`src/rtl/gpio_pkg.sv`:
```
package gpio_pkg;

    localparam int unsigned PINS   = 8;
    localparam int unsigned IDX_W  = 4;
    localparam int unsigned ADDR_W = PINS + 3;

    typedef logic [PINS-1:0] pinvec_t;

    typedef enum logic [IDX_W-1:0] {
        REG_DIR   = 4'd0,
        REG_DEN   = 4'd1,
        REG_AMODE = 4'd2,
        REG_SENSE = 4'd3,
        REG_BOTH  = 4'd4,
        REG_POL   = 4'd5,
        REG_IMASK = 4'd6,
        REG_RAW   = 4'd7,
        REG_MIS   = 4'd8,
        REG_ICLR  = 4'd9,
        REG_ADCEN = 4'd10
    } reg_idx_e;

    typedef struct packed {
        pinvec_t dir;
        pinvec_t den;
        pinvec_t amode;
        pinvec_t sense;
        pinvec_t both;
        pinvec_t pol;
        pinvec_t imask;
        pinvec_t adcen;
    } port_cfg_t;

    function automatic logic is_cfg(input logic [ADDR_W-1:0] a);
        return a[ADDR_W-1];
    endfunction

    function automatic pinvec_t addr_mask(input logic [ADDR_W-1:0] a);
        return a[PINS+1:2];
    endfunction

    function automatic reg_idx_e addr_idx(input logic [ADDR_W-1:0] a);
        return reg_idx_e'(a[IDX_W+1:2]);
    endfunction

endpackage

```
`src/rtl/gpio_regfile.sv`:
```
module gpio_regfile
    import gpio_pkg::*;
(
    input  logic                clk,
    input  logic                rst,
    input  logic                bus_sel,
    input  logic                bus_wr,
    input  logic [ADDR_W-1:0]   bus_addr,
    input  pinvec_t             bus_wdata,
    input  pinvec_t             din_sync,
    input  pinvec_t             raw,
    input  pinvec_t             mis,
    output port_cfg_t           cfg,
    output pinvec_t             dout,
    output pinvec_t             clr,
    output pinvec_t             bus_rdata
);

    logic     wr_en;
    pinvec_t  amask;
    reg_idx_e idx;

    assign wr_en = bus_sel && bus_wr;
    assign amask = addr_mask(bus_addr);
    assign idx   = addr_idx(bus_addr);
    assign clr   = (wr_en && is_cfg(bus_addr) && idx == REG_ICLR) ? bus_wdata : '0;

    always_ff @(posedge clk) begin
        if (rst) begin
            cfg  <= '0;
            dout <= '0;
        end else if (wr_en) begin
            if (!is_cfg(bus_addr)) begin
                dout <= (dout & ~amask) | (bus_wdata & amask);
            end else begin
                case (idx)
                    REG_DIR:   cfg.dir   <= bus_wdata;
                    REG_DEN:   cfg.den   <= bus_wdata;
                    REG_AMODE: cfg.amode <= bus_wdata;
                    REG_SENSE: cfg.sense <= bus_wdata;
                    REG_BOTH:  cfg.both  <= bus_wdata;
                    REG_POL:   cfg.pol   <= bus_wdata;
                    REG_IMASK: cfg.imask <= bus_wdata;
                    REG_ADCEN: cfg.adcen <= bus_wdata;
                    default:   ;
                endcase
            end
        end
    end

    always_comb begin
        bus_rdata = '0;
        if (!is_cfg(bus_addr)) begin
            bus_rdata = ((cfg.dir & dout) | (~cfg.dir & din_sync)) & amask;
        end else begin
            case (idx)
                REG_DIR:   bus_rdata = cfg.dir;
                REG_DEN:   bus_rdata = cfg.den;
                REG_AMODE: bus_rdata = cfg.amode;
                REG_SENSE: bus_rdata = cfg.sense;
                REG_BOTH:  bus_rdata = cfg.both;
                REG_POL:   bus_rdata = cfg.pol;
                REG_IMASK: bus_rdata = cfg.imask;
                REG_RAW:   bus_rdata = raw;
                REG_MIS:   bus_rdata = mis;
                REG_ADCEN: bus_rdata = cfg.adcen;
                default:   bus_rdata = '0;
            endcase
        end
    end

endmodule

```
`src/rtl/gpio_sync_edge.sv`:
```
module gpio_sync_edge
    import gpio_pkg::*;
#(
    parameter int unsigned STAGES = 2
) (
    input  logic    clk,
    input  logic    rst,
    input  pinvec_t pin_in,
    input  pinvec_t den,
    output pinvec_t sync,
    output pinvec_t rise,
    output pinvec_t fall
);

    pinvec_t chain [STAGES];
    pinvec_t prev;

    always_ff @(posedge clk) begin
        if (rst) chain[0] <= '0;
        else     chain[0] <= pin_in & den;
    end

    for (genvar k = 1; k < STAGES; k++) begin : g_stage
        always_ff @(posedge clk) begin
            if (rst) chain[k] <= '0;
            else     chain[k] <= chain[k-1];
        end
    end

    always_ff @(posedge clk) begin
        if (rst) prev <= '0;
        else     prev <= chain[STAGES-1];
    end

    assign sync = chain[STAGES-1];
    assign rise = sync & ~prev & den;
    assign fall = ~sync & prev & den;

endmodule

```
`src/rtl/gpio_irq_cell.sv`:
```
module gpio_irq_cell (
    input  logic clk,
    input  logic rst,
    input  logic sense,
    input  logic both,
    input  logic pol,
    input  logic den,
    input  logic sync,
    input  logic rise,
    input  logic fall,
    input  logic clr,
    output logic latched,
    output logic raw
);

    logic evt;

    assign evt = ~sense & (both ? (rise | fall) : (pol ? rise : fall));

    always_ff @(posedge clk) begin
        if (rst) latched <= 1'b0;
        else     latched <= (latched & ~clr) | evt;
    end

    assign raw = sense ? (den & (pol ? sync : ~sync)) : latched;

endmodule

```
`src/rtl/gpio_sense_port.sv`:
```
module gpio_sense_port
    import gpio_pkg::*;
#(
    parameter int unsigned SYNC_STAGES = 2
) (
    input  logic              clk,
    input  logic              rst,
    input  logic              bus_sel,
    input  logic              bus_wr,
    input  logic [ADDR_W-1:0] bus_addr,
    input  logic [PINS-1:0]   bus_wdata,
    output logic [PINS-1:0]   bus_rdata,
    input  logic [PINS-1:0]   pin_in,
    output logic [PINS-1:0]   pin_out,
    output logic [PINS-1:0]   pin_oe,
    output logic [PINS-1:0]   pin_ana,
    output logic              irq,
    output logic              adc_trig
);

    port_cfg_t cfg;
    pinvec_t   dout, clr, sync, rise, fall;
    pinvec_t   raw, mis, edge_latch, trig_src, trig_q;

    gpio_regfile u_regs (
        .clk, .rst, .bus_sel, .bus_wr, .bus_addr, .bus_wdata,
        .din_sync(sync), .raw, .mis, .cfg, .dout, .clr, .bus_rdata
    );

    gpio_sync_edge #(.STAGES(SYNC_STAGES)) u_sync (
        .clk, .rst, .pin_in, .den(cfg.den), .sync, .rise, .fall
    );

    for (genvar i = 0; i < PINS; i++) begin : g_pin
        gpio_irq_cell u_cell (
            .clk, .rst,
            .sense(cfg.sense[i]), .both(cfg.both[i]), .pol(cfg.pol[i]),
            .den(cfg.den[i]), .sync(sync[i]), .rise(rise[i]), .fall(fall[i]),
            .clr(clr[i]), .latched(edge_latch[i]), .raw(raw[i])
        );
    end

    assign mis      = raw & cfg.imask;
    assign trig_src = mis & cfg.adcen;

    always_ff @(posedge clk) begin
        if (rst) trig_q <= '0;
        else     trig_q <= trig_src;
    end

    assign irq      = |mis;
    assign adc_trig = |(trig_src & ~trig_q);
    assign pin_out  = dout;
    assign pin_oe   = cfg.dir;
    assign pin_ana  = cfg.amode;

endmodule

```
`config.mk`:
```
export PLATFORM = sky130hd
export DESIGN_NAME = gpio_sense_port
export DESIGN_NICKNAME = d
export VERILOG_FILES = /design/src/rtl/gpio_pkg.sv /design/src/rtl/gpio_regfile.sv /design/src/rtl/gpio_sync_edge.sv /design/src/rtl/gpio_irq_cell.sv /design/src/rtl/gpio_sense_port.sv
export SDC_FILE = /design/constraint.sdc
export NUM_CORES = 1
export LEC_CHECK = 0
export CORE_ASPECT_RATIO = 0.8
export CORE_MARGIN = 5
export CORE_UTILIZATION = 55
export CTS_CLUSTER_SIZE = 30
export DETAILED_ROUTE_END_ITERATION = 16
export HOLD_SLACK_MARGIN = 0.02
export PLACE_DENSITY = 0.83
export SLEW_MARGIN = 20
export SYNTH_ARGS = -nofsm -noshare
export SYNTH_HDL_FRONTEND = slang
export SYNTH_SLANG_ARGS = --single-unit
```
`constraint.sdc`:
```
create_clock -name clk -period 3 [get_ports clk]
set_input_delay 0.6 -clock clk [delete_from_list [all_inputs] [get_ports clk]]
set_output_delay 0.6 -clock clk [all_outputs]
set_load 0.05 [all_outputs]
```
Word level (Yosys, flattened, before mapping)
Memory sizes are Yosys's and may differ from the RTL's.
Cells that the tools add are included.

storage, ports and cells
  register bits = 96
  memory bits (writable) = 16
  input bits = 31
  output and inout port bits = 34
  word-level logic and storage cells = 172
  memories = 1

memory list
  memory        depth  bits a word  read ports  clocked after memory_dff  wr ports  line                  RTL
  u_sync.chain  2      8            2           0                         2         gpio_sync_edge.sv:15  pinvec_t chain [STAGES];

cells by class
  equality and inequality tests = 10
  multiplexer cells = 40
  bitwise gates (word level) = 87
  reductions and logical operators = 15

operators by type and width
  kind                number
  $and 8x8->8         13
  $pmux 8 s10         1
  $not 8->8           5
  $mux 1              35
  $mux 8              4
  $not 1->1           25
  $and 1x1->1         24
  $reduce_and 3->1    8
  $or 1x1->1          18
  $eq 4x3->1 const B  4
  $or 8x8->8          2
  $reduce_or 8->1     2
  $eq 4x4->1 const B  3
  $eq 4x2->1 const B  2
  $eq 4x1->1 const B  1
  $logic_not 4->1     1
  $logic_and 1x1->1   3
  $reduce_and 2->1    1

Longest topological paths before layout
Gate-level depths: netlist (run 1).

  word-level depth = 8
  depth in mapped cells = 8

Cells and area by module
From an unflattened synthesis (run 1), not the netlist that was laid out.

unflattened totals
  cell total of the unflattened synthesis = 607
  area, all modules = 5753.0 µm²

modules (own cells, without submodules)
  module           times used  cells each  area an instance (µm²)  sequential area each (µm²)
  gpio_regfile     1           426         3895.0                  1441.4
  gpio_sync_edge   1           66          807.0                   480.5
  gpio_irq_cell    8           9           86.3                    20.0
  gpio_sense_port  1           43          360.3                   160.2

Least setup slack after synthesis (run 1)
No wires, ideal clock.

  kind = input to output
  from = input bus_addr[2]
  to = output bus_rdata[5]
  data arrival time = 2590 ps
  slack = -190 ps
  stages on the path = 7
  cell sequence = clkbuf_1 clkbuf_1 clkbuf_1 nand3_1 a21oi_1 nor4_1 o22ai_1

between the ends
  word-level cells in the longest chain between the ends = 3
  elaborated cells on any way between the ends = 12
  classes of those cells = eq/ne: 9; mux: 2; reduce/logical: 1

ends and longest elaborated chain
  what                                line                   RTL
  start: declaration                  gpio_sense_port.sv:10  input logic [ADDR_W-1:0] bus_addr,
  $eq 4x4->1 (tied with other cells)  gpio_regfile.sv:56     case (idx)
  $pmux 8 s10 *                       gpio_regfile.sv:56
  $mux 8 *                            gpio_regfile.sv:53     if (!is_cfg(bus_addr)) begin
  end: declaration                    gpio_sense_port.sv:12  output logic [PINS-1:0] bus_rdata,

Every way passes the cells marked *; elsewhere a longest branch is shown, timed or not.

==> metrics.txt, run 1 <==
Hold Vio Cnt, Final 0; hold_ws 0.441 ns; Inserted Diodes 0; clock latency at the later pin of the worst-skew pair 0.35 ns; status complete, no violations; Crit Path Class reg -> out; endpoints failing setup 0; clock slew at reported path FFs 0.07 ns; Cells after Synth 623; actual slew at the worst max-slew pin 0.576 ns; per-cell routed wire length 19.5 µm; Seq pwr share 0.502; All-Layer GR Usage 0.283; Area Growth Syn to Fin 32.2%; final instance area 7090 µm²; Routability Congestion 0.955; Critical Path Max Stage Delay 0.51 ns; crit-path cells xnor2_1 > a31oi_2 > nor3_1 > or4_4 > or4_4 > buf_8; EDFF count, synth 0; share of layout cells above drive strength 1 0.206; period utilisation layout 0.993; Die H 98.3 µm; critical path required time 2.40 ns; area of placed instances 6580 µm²; top cells by area, synth dfxtp_1 (42%), mux2i_1 (15%), nor2_1 (6.7%); hold crit path type reg -> reg; top cell type's share of synthesized area 0.418; Syn. warnings 0; Tmin final 2.98 ns; number of global-route vias before repair 4924; die area 11800 µm²; Critical Path Sink Type output port; Vias 4994; CP max stage cell or4_4; synthesized flop and latch total 112; clock power share 0.399; WL final 16.5 mm; Clock Tree Root clkbuf_16; Sink Count 112; crit path max fanout 5; Die Wd 120 µm; Synth Cell Area 5360 µm²; PD cells 420 nW/µm²; crit path DAT 2.38 ns; startpoint class of the critical path flip-flop; CORE AREA 9570 µm²; drt first pass iters 5; htree depth 3; Antenna Nets Post-Route 0; drt drc 0; Internal Pwr Total 2260 µW; antenna violations before repair 0; Pleak 0.00265 µW; register area share after synthesis 0.418; initial detailed-routing violation count 561; skew final 0.00378 ns; first-pass GRT wire length 26.3 mm; Synth Flop Type dfxtp_1; worst relative slew slack 0.615; Async SR Flop Fraction 0; vias per std cell 5.92; Top delay family on crit path simple AND/OR/NAND/NOR gates; Distinct cells, synth 56; top cell type by total area after synthesis dfxtp_1; DP Wirelength 11.5 mm; unrepaired setup endpoints after global routing true; CTS tree yes; final worst slack 0.0211 ns; Nets 752; syn_nets 654; worst vdd ir 362 µV; grt total ovfl 0; largest net degree at the start of global routing 71; syn avg cell area 8.61 µm²; switching power 716 µW; pre-CTS setup slack -0.236 ns; Synth top cells by count dfxtp_1 (112), nor2_1 (96), mux2i_1 (79); Comb pwr share 0.099; number of max-cap violations 0; CTS buffer count 9; Power Total 2980 µW; Crit path top cell by count or4_4; most frequent cell after synthesis dfxtp_1; Clock Path Buffers 2; initial core utilization 0.561; Buf/Inv on CP 1; Net Sw Frac 0.240; Max Fclk 0.336 GHz; Setup TNS Final 0 ns; Top Ports 65; number of port buffers 62; row count 32; max-slew violations 0
-- per-layer routing --
| metal | track usage | share of wire | vias up | wire length (µm) |
|---|---|---|---|---|
| li1 | - | - | 2347 | - |
| met1 | 0.390 | 0.44 | 2375 | 7330 |
| met2 | 0.445 | 0.46 | 225 | 7580 |
| met3 | 0.0533 | 0.067 | 47 | 1100 |
| met4 | 0.103 | 0.028 | 0 | 468 |
| met5 | 0 | 0 | - | 0 |
-- cell usage in the layout (no fill, tap or decap), types with 14 or more instances in the layout --
cell	n
buf_4	71
a21oi_1	27
nor2b_1	27
buf_12	14
dfxtp_1	105
o21ai_0	16
nor2_1	96
clkdlybuf4s50_1	47
mux2i_1	79
nand2_1	55
inv_1	15
-- path summary, 6_finish.rpt --
path | from | end | slack (ns) | cells after the start
setup / recovery | u_sync.chain[1][6]$_SDFF_PP0_ | adc_trig | 0.02 | 6
hold / removal | u_sync.chain[0][0]$_SDFF_PP0_ | u_sync.chain[1][0]$_SDFF_PP0_ | 0.44 | 1
setup reg to reg | u_regs.cfg[20]$_SDFFE_PP0P_ | trig_q[4]$_SDFF_PP0_ | 1.78 | 5
hold reg to reg | u_sync.chain[0][0]$_SDFF_PP0_ | u_sync.chain[1][0]$_SDFF_PP0_ | 0.44 | 1
-- through the flow --
step                std cells  utilization
finish                    844        0.741
global route              844        0.741
CTS                       843        0.735
detailed placement        822        0.688
global placement          822        0.688
floorplan                 623            -
-- power by group through the flow --
stage	sequential (µW)	clock [µW]	combinational (µW)
floorplan	1540	0	118
global placement	1530	0	266
detailed placement	1530	0	270
CTS	1500	1200	287
global route	1500	1260	308
finish	1500	1190	295
-- flip-flops by register name, summed over array words and instances (netlist names), named ones only --
register and cells:
trig_q 8, u_regs.cfg 64, g_pin.u_cell.latched 8, u_sync.prev 8, u_sync.chain 16
-- layout make-up --
type | instances | area [µm²]
Inverter | 18 | 67.6
Timing Repair Buffer | 140 | 1410
Tap cell | 119 | 149
Multi-Input combinational cell | 440 | 2920
Clock inverter | 5 | 58.8
Clock buffer | 10 | 229
Fill cell | 690 | 2480
Sequential cell | 112 | 2260
-- logic make-up after synthesis --
group / Yosys count / synth area share
XOR/XNOR: 8 / 0.0131
flip-flops: 112 / 0.418
AND/OR/NAND/NOR: 242 / 0.217
multiplexers: 85 / 0.160
AO/OA/AOI/OAI: 105 / 0.130
buffers and inverters: 71 / 0.0616
-- repair_timing --
action	CTS	global route
resized for setup	29	14
setup buffers	4	1
gates cloned	2	0
pin swaps	8	5
hold buffers	0	0
setup endpoints to repair	9	5
endpoints found under the hold margin	0	0
Note: power is estimated with default switching activity, not from simulation.
==> inputs of run 2 (changes only) <==
GPL_TIMING_DRIVEN = 1   (was not set)
==> results of run 2 <==
Final layout, timing and power as in run 1 (identical DEF).
